==> src/rtl/ptd_pkg.sv <==
package ptd_pkg;
  typedef struct packed {
    logic snap;
    logic stop;
    logic abort;
    logic busy;
  } ptd_bus_ev_t;
endpackage

==> src/rtl/ptd_sync.sv <==
module ptd_sync #(
  parameter int unsigned WIDTH  = 8,
  parameter int unsigned STAGES = 2
) (
  input  logic             clk_i,
  input  logic             rst_ni,
  input  logic [WIDTH-1:0] d_i,
  output logic [WIDTH-1:0] q_o
);
  logic [WIDTH-1:0] st_q [STAGES];

  always_ff @(posedge clk_i or negedge rst_ni) begin
    if (!rst_ni) begin
      for (int k = 0; k < STAGES; k++) st_q[k] <= '0;
    end else begin
      st_q[0] <= d_i;
      for (int k = 1; k < STAGES; k++) st_q[k] <= st_q[k-1];
    end
  end

  assign q_o = st_q[STAGES-1];
endmodule

==> src/rtl/ptd_settle.sv <==
module ptd_settle #(
  parameter int unsigned WIDTH      = 8,
  parameter int unsigned SETTLE_CYC = 4
) (
  input  logic             clk_i,
  input  logic             rst_ni,
  input  logic [WIDTH-1:0] latch_i,
  output logic [WIDTH-1:0] mon_o
);
  localparam int unsigned CNT_W = $clog2(SETTLE_CYC + 1);
  localparam logic [CNT_W-1:0] CNT_LOAD = CNT_W'(SETTLE_CYC);

  logic [WIDTH-1:0] lat_q;

  always_ff @(posedge clk_i or negedge rst_ni) begin
    if (!rst_ni) lat_q <= '0;
    else         lat_q <= latch_i;
  end

  for (genvar i = 0; i < WIDTH; i++) begin : g_bit
    logic [CNT_W-1:0] cnt_q;
    logic             rise;

    assign rise     = latch_i[i] & ~lat_q[i];
    assign mon_o[i] = latch_i[i] & (cnt_q == '0);

    always_ff @(posedge clk_i or negedge rst_ni) begin
      if (!rst_ni)            cnt_q <= '0;
      else if (rise)          cnt_q <= CNT_LOAD;
      else if (cnt_q != '0)   cnt_q <= cnt_q - 1'b1;
    end

    // freshly released pin is blind on the next cycle
    a_r8_quiet_after_rise: assert property (@(posedge clk_i) disable iff (!rst_ni)
      rise |=> !mon_o[i]);
  end
endmodule

==> src/rtl/ptd_tracker.sv <==
module ptd_tracker #(
  parameter int unsigned WIDTH = 8
) (
  input  logic             clk_i,
  input  logic             rst_ni,
  input  logic [WIDTH-1:0] sync_i,
  input  logic [WIDTH-1:0] mon_i,
  input  logic             snap_i,
  output logic [WIDTH-1:0] snap_o,
  output logic [WIDTH-1:0] cap_o,
  output logic             flag_any_d_o
);
  logic [WIDTH-1:0] snap_q, snap_d;
  logic [WIDTH-1:0] flags_q, flags_d;
  logic [WIDTH-1:0] cap_q, cap_d;
  logic [WIDTH-1:0] diff;

  always_comb begin
    diff    = (sync_i ^ snap_q) & mon_i;
    flags_d = flags_q | diff;
    cap_d   = cap_q;
    // unmonitored bits follow the pin so they re-arm without a false change
    snap_d  = (snap_q & mon_i) | (sync_i & ~mon_i);
    if (snap_i) begin
      cap_d   = flags_q | diff;
      flags_d = '0;
      snap_d  = sync_i;
    end
  end

  always_ff @(posedge clk_i or negedge rst_ni) begin
    if (!rst_ni) begin
      snap_q  <= '0;
      flags_q <= '0;
      cap_q   <= '0;
    end else begin
      snap_q  <= snap_d;
      flags_q <= flags_d;
      cap_q   <= cap_d;
    end
  end

  assign snap_o       = snap_q;
  assign cap_o        = cap_q;
  assign flag_any_d_o = |flags_d;

  a_r2_flags_sticky: assert property (@(posedge clk_i) disable iff (!rst_ni)
    !snap_i |=> ((flags_q & $past(flags_q)) == $past(flags_q)));

  a_r4_flags_cleared: assert property (@(posedge clk_i) disable iff (!rst_ni)
    snap_i |=> (flags_q == '0));

  a_r7_masked_quiet: assert property (@(posedge clk_i) disable iff (!rst_ni)
    !snap_i |=> ((flags_q & ~$past(flags_q) & ~$past(mon_i)) == '0));

  a_r4_capture_kept: assert property (@(posedge clk_i) disable iff (!rst_ni)
    !snap_i |=> $stable(cap_q));
endmodule

==> src/rtl/ptd_irq.sv <==
module ptd_irq
  import ptd_pkg::*;
(
  input  logic        clk_i,
  input  logic        rst_ni,
  input  ptd_bus_ev_t ev_i,
  input  logic        flag_any_d_i,
  output logic        int_no
);
  logic hold_q, hold_d;
  logic int_q, int_d;

  always_comb begin
    hold_d = hold_q;
    if (ev_i.stop || ev_i.abort) hold_d = 1'b0;
    else if (ev_i.snap)          hold_d = 1'b1;
    int_d = flag_any_d_i & ~hold_d & ~ev_i.busy;
  end

  always_ff @(posedge clk_i or negedge rst_ni) begin
    if (!rst_ni) begin
      hold_q <= 1'b0;
      int_q  <= 1'b0;
    end else begin
      hold_q <= hold_d;
      int_q  <= int_d;
    end
  end

  assign int_no = ~int_q;

  a_r4_int_release: assert property (@(posedge clk_i) disable iff (!rst_ni)
    (ev_i.snap && !ev_i.stop && !ev_i.abort) |=> !int_q);

  a_r5_held_off: assert property (@(posedge clk_i) disable iff (!rst_ni)
    (hold_q && !ev_i.stop && !ev_i.abort) |=> !int_q);

  a_r9_busy_gate: assert property (@(posedge clk_i) disable iff (!rst_ni)
    ev_i.busy |=> !int_q);

  a_r10_abort_keeps_int: assert property (@(posedge clk_i) disable iff (!rst_ni)
    (ev_i.abort && int_q && !ev_i.snap && !ev_i.busy) |=> int_q);
endmodule

==> src/rtl/port_change_monitor.sv <==
module port_change_monitor
  import ptd_pkg::*;
#(
  parameter int unsigned WIDTH       = 8,
  parameter int unsigned SYNC_STAGES = 2,
  parameter int unsigned SETTLE_CYC  = 4
) (
  input  logic             clk_i,
  input  logic             rst_ni,
  input  logic [WIDTH-1:0] port_i,
  input  logic [WIDTH-1:0] latch_i,
  input  logic             snap_i,
  input  logic             stop_i,
  input  logic             bus_rst_i,
  input  logic             bus_busy_i,
  output logic             int_no,
  output logic [WIDTH-1:0] flags_o,
  output logic [WIDTH-1:0] snap_o
);
  logic [WIDTH-1:0] sync_w;
  logic [WIDTH-1:0] mon_w;
  logic             flag_any_d;
  ptd_bus_ev_t      ev;

  assign ev = '{snap: snap_i, stop: stop_i, abort: bus_rst_i, busy: bus_busy_i};

  ptd_sync #(.WIDTH(WIDTH), .STAGES(SYNC_STAGES)) u_sync (
    .clk_i (clk_i),
    .rst_ni(rst_ni),
    .d_i   (port_i),
    .q_o   (sync_w)
  );

  ptd_settle #(.WIDTH(WIDTH), .SETTLE_CYC(SETTLE_CYC)) u_settle (
    .clk_i  (clk_i),
    .rst_ni (rst_ni),
    .latch_i(latch_i),
    .mon_o  (mon_w)
  );

  ptd_tracker #(.WIDTH(WIDTH)) u_tracker (
    .clk_i       (clk_i),
    .rst_ni      (rst_ni),
    .sync_i      (sync_w),
    .mon_i       (mon_w),
    .snap_i      (snap_i),
    .snap_o      (snap_o),
    .cap_o       (flags_o),
    .flag_any_d_o(flag_any_d)
  );

  ptd_irq u_irq (
    .clk_i       (clk_i),
    .rst_ni      (rst_ni),
    .ev_i        (ev),
    .flag_any_d_i(flag_any_d),
    .int_no      (int_no)
  );

  a_r10_abort_keeps_state: assert property (@(posedge clk_i) disable iff (!rst_ni)
    (bus_rst_i && !snap_i) |=> ($stable(flags_o) && $stable(snap_o & latch_i & $past(latch_i))));
endmodule

==> config.mk <==
export PLATFORM = sky130hd
export DESIGN_NAME = port_change_monitor
export DESIGN_NICKNAME = d
export VERILOG_FILES = /design/src/rtl/ptd_pkg.sv /design/src/rtl/ptd_sync.sv /design/src/rtl/ptd_settle.sv /design/src/rtl/ptd_tracker.sv /design/src/rtl/ptd_irq.sv /design/src/rtl/port_change_monitor.sv
export SDC_FILE = /design/constraint.sdc
export NUM_CORES = 1
export LEC_CHECK = 0
export ABC_CLOCK_PERIOD_IN_PS = 2200
export CORE_ASPECT_RATIO = 0.6
export CORE_MARGIN = 2
export CORE_UTILIZATION = 30
export CTS_BUF_LIST = sky130_fd_sc_hd__clkbuf_8
export CTS_CLUSTER_DIAMETER = 60
export DETAILED_ROUTE_END_ITERATION = 10
export HOLD_SLACK_MARGIN = 0.1
export PLACE_DENSITY = 0.54
export SYNTH_ARGS = -nofsm -noshare
export SYNTH_HDL_FRONTEND = slang
export SYNTH_HIERARCHICAL = 1
export SYNTH_SLANG_ARGS = --single-unit
==> constraint.sdc <==
create_clock -name clk_i -period 2.2 [get_ports clk_i]
set_clock_uncertainty 0.1 [all_clocks]
set_input_delay 0.44 -clock clk_i [delete_from_list [all_inputs] [get_ports clk_i]]
set_output_delay 0.44 -clock clk_i [all_outputs]
set_load 0.02 [all_outputs]
==> summary.md <==
| Metric | Value |
|---|---|
| Site row count | `29` |
| Max-cap violations | `0` |
| Final hold vios | `0` |
| Starting density of the core | `30.4%` |
| Crit. End Element | `output pin` |
| Port Buffers | `38` |
| Crit-path max cell delay | `between 0.6 and 0.7 ns` |
| Worst Setup EP | `snap_o[0]` |
| Post-Syn Area | `0.00318 mm^2` |
| CTS root buffer | `clkbuf_8` |
| Ranking of synthesized cells by area | `dfrtp_1, ha_1, nor2_1, inv_1, a21oi_1` |
| FF-to-FF setup slack | `0.48 ns` |
| DR vias | `between 1500 and 2000` |
| Clock Path Buffers | `2` |
| Ys flop type | `dfrtp_1` |
| Synth Area in Adders | `6.29%` |
| Post-route DRC violation count | `0` |
| Die span in x | `137 um` |
| First-pass GRT wire length | `9.13 mm` |
| CP Cell Sequence | `clkdlybuf4s50_1` |
| Final antenna-violating net count | `0` |
| Synth top area share | `about three fifths` |
| Fraction of layout cells with a size suffix above 1 | `approximately 14%` |
| Final slew viol count | `0` |
| Top achievable clock speed | `520 MHz` |
| Mux contribution to synthesized area | `2.95%` |
| Post-synth EDFFs | `0` |
| Critical path's slowest cell | `clkdlybuf4s50_1` |
| Period utilisation layout | `87.4%` |
| R2R Path Start | `u_settle/g_bit[3].cnt_q[0]` |
| Post-layout min period | `1.92 ns` |
| Worst slew margin | `59.5%` |
| Cell taking the most area after synthesis | `dfrtp_1` |
| Outcome | `completed` |
| Cells after synthesis | `269` |
| Synth warnings | `6` |
| Clk_lat worst skew | `0.35 ns` |
| Data arrival time of the critical path | `around 1.4 ns` |
| Pwr dens | `1220 mW/mm^2` |
| DP Wirelength | `3.78 mm` |
| Simple-gate share of the synthesized area | `around 12%` |
| Vias in the first global route | `~1900` |
| Post-cts resize count | `0` |
| Worst Max-Slew Pin Slew | `0.607 ns` |
| Final Net Count | `349` |
| Most frequent cell after synthesis | `dfrtp_1` |
| Placeable core area | `0.0105 mm^2` |
| FF-to-FF End | `u_irq/int_q` |
| Die Span Y | `about 84 um` |
| Largest net degree at the start of global routing | `48` |
| WHS | `0.244 ns` |
| Routed WL | `5.37 mm` |
| Synth-to-Final Area Change | `25.6%` |
| Routability Congestion | `0.699` |
| Setup CP Type | `flop to output pin` |
| DR iter-0 viols | `72` |
| Initial antenna violation count | `0` |
| Synth Area in Compound Gates | `9.28%` |
| #FFs+latches synth | `74` |
| Crit path depth | `1` |
| Total global-route track usage | `about a tenth` |
| Worst-path maximum fanout | `3` |
| GR Overflow Total | `0` |
| CP bufs+invs | `1` |
| Pleak | `1.84 nW` |
| Async S/R FF share, synth | `100%` |
| Design area | `0.00399 mm^2` |
| WL per Instance | `11.8 um` |
| Placed cell areas | `0.00370 mm^2` |
| CP top delay family | `buffers and inverters` |
| H-Tree Depth | `3` |
| I/O pin cnt | `39` |
| CP Launch Type | `flop` |
| TritonCTS clock tree | `built` |
| Sum Neg Setup Slack | `0 ns` |
| Ant diodes | `0` |
| Xor/xnor share of the synthesized area | `4.41%` |
| Worst r2r path cells | `8` |
| Final setup vio count | `0` |
| Post-synthesis sequential area ratio | `58.2%` |
| Clk sink count | `74` |
| CP Data Required Time | `around 1.7 ns` |
| Largest family of logic cells by synthesized area | `simple AND/OR/NAND/NOR gates` |
| Vias per inst | `around 4.1` |
| Hold crit path type | `flop to flop` |
| First-pass iteration count of the detailed router | `4` |
| Synth unique cells | `21` |
| Mean Syn Cell Area | `11.8 um^2` |
| Total CTS buffers | `9` |
| Top cells by count, synth | `dfrtp_1, nor2_1, inv_1, a21oi_1, ha_1` |
| Syn_nets | `a little over 300` |
| RSZ-0062 raised after global routing | `false` |
| Clock slew at reported path FFs | `~0.08 ns` |
| Peak VDD IR | `between 400 and 500 uV` |
| Die area | `0.0115 mm^2` |
==> layout by cell type, fill, tap and decap left out, drive strengths merged <==
cell,count
dfrtp,74
nor2,41
clkdlybuf4s50,37
inv,35
a21oi,25
ha,16
nor2b,14
clkbuf,9
nand2b,9
o31ai,8
a211oi,8
xnor2,8
xor2,8
mux2,8
bufinv,5
buf,4
and4,2
clkinv,1
dlygate4sd3,1
nor3,1
o311a,1
and2b,1
==> metal layers <==
layer | routed length [um] | GRT usage (%) | part of all wire (%)
met5 | 0 | 0 | 0
met4 | 50 | 3.37 | 0.93
met3 | 319 | 5.34 | 5.9
met2 | 2150 | 13.5 | 40
met1 | 2850 | 15.1 | 53
==> what timing repair did <==
item	CTS	global route
hold buffers	1	0
setup buffers	0	0
hold endpoints to repair	46	0
==> area by class of cell <==
| cell class | instances | area (um^2) |
|---|---|---|
| clock buffers | 9 | 124 |
| clock inverters | 7 | 164 |
| fillers | 1023 | 6460 |
| inverters | 34 | 128 |
| multi-input cells | 150 | 1120 |
| flip-flops and latches | 74 | 1850 |
| well taps | 139 | 174 |
| repair buffers | 42 | 435 |
==> how the worst min path moves through the flow <==
| stage | startpoint | slack, ns | endpoint | cells past startpoint |
|---|---|---|---|---|
| floorplan | rst_ni | 0.04 | u_irq/hold_q | 0 |
| global placement | u_sync/st_q[13] | 0.23 | u_sync/q_o[5] | 0 |
| detailed placement | u_sync/st_q[10] | 0.24 | u_sync/q_o[2] | 0 |
| CTS | u_sync/st_q[14] | 0.25 | u_sync/q_o[6] | 0 |
| global route | u_sync/st_q[14] | 0.25 | u_sync/q_o[6] | 0 |
| finish | u_sync/st_q[14] | 0.24 | u_sync/q_o[6] | 0 |
==> logic make-up (layout without fill, tap and decap cells) <==
| logic type | count (synthesis) | count (layout) |
|---|---|---|
| AO/OA/AOI/OAI | 42 | 42 |
| buffers and inverters | 45 | 92 |
| flip-flops | 74 | 74 |
| adder cells (fa/ha/maj) | 16 | 16 |
| AND/OR/NAND/NOR | 68 | 68 |
| multiplexers | 8 | 8 |
| XOR/XNOR | 16 | 16 |
==> per-stage QoR <==
step                total power, W  util (%)  instances  setup slack [ns]
floorplan                  0.00305         -        269             0.658
global placement           0.00337      35.4        438             0.273
detailed placement         0.00344      35.4        438             0.252
CTS                        0.00497      38.2        455             0.226
global route               0.00525      38.2        455             0.203
finish                     0.00489      38.2        455             0.278
==> power by group <==
part           internal [W]  switching (W)
clock network      0.000985       0.000513
registers           0.00168       0.000196
logic              0.000756       0.000759
(Power assumes the default switching activity.)
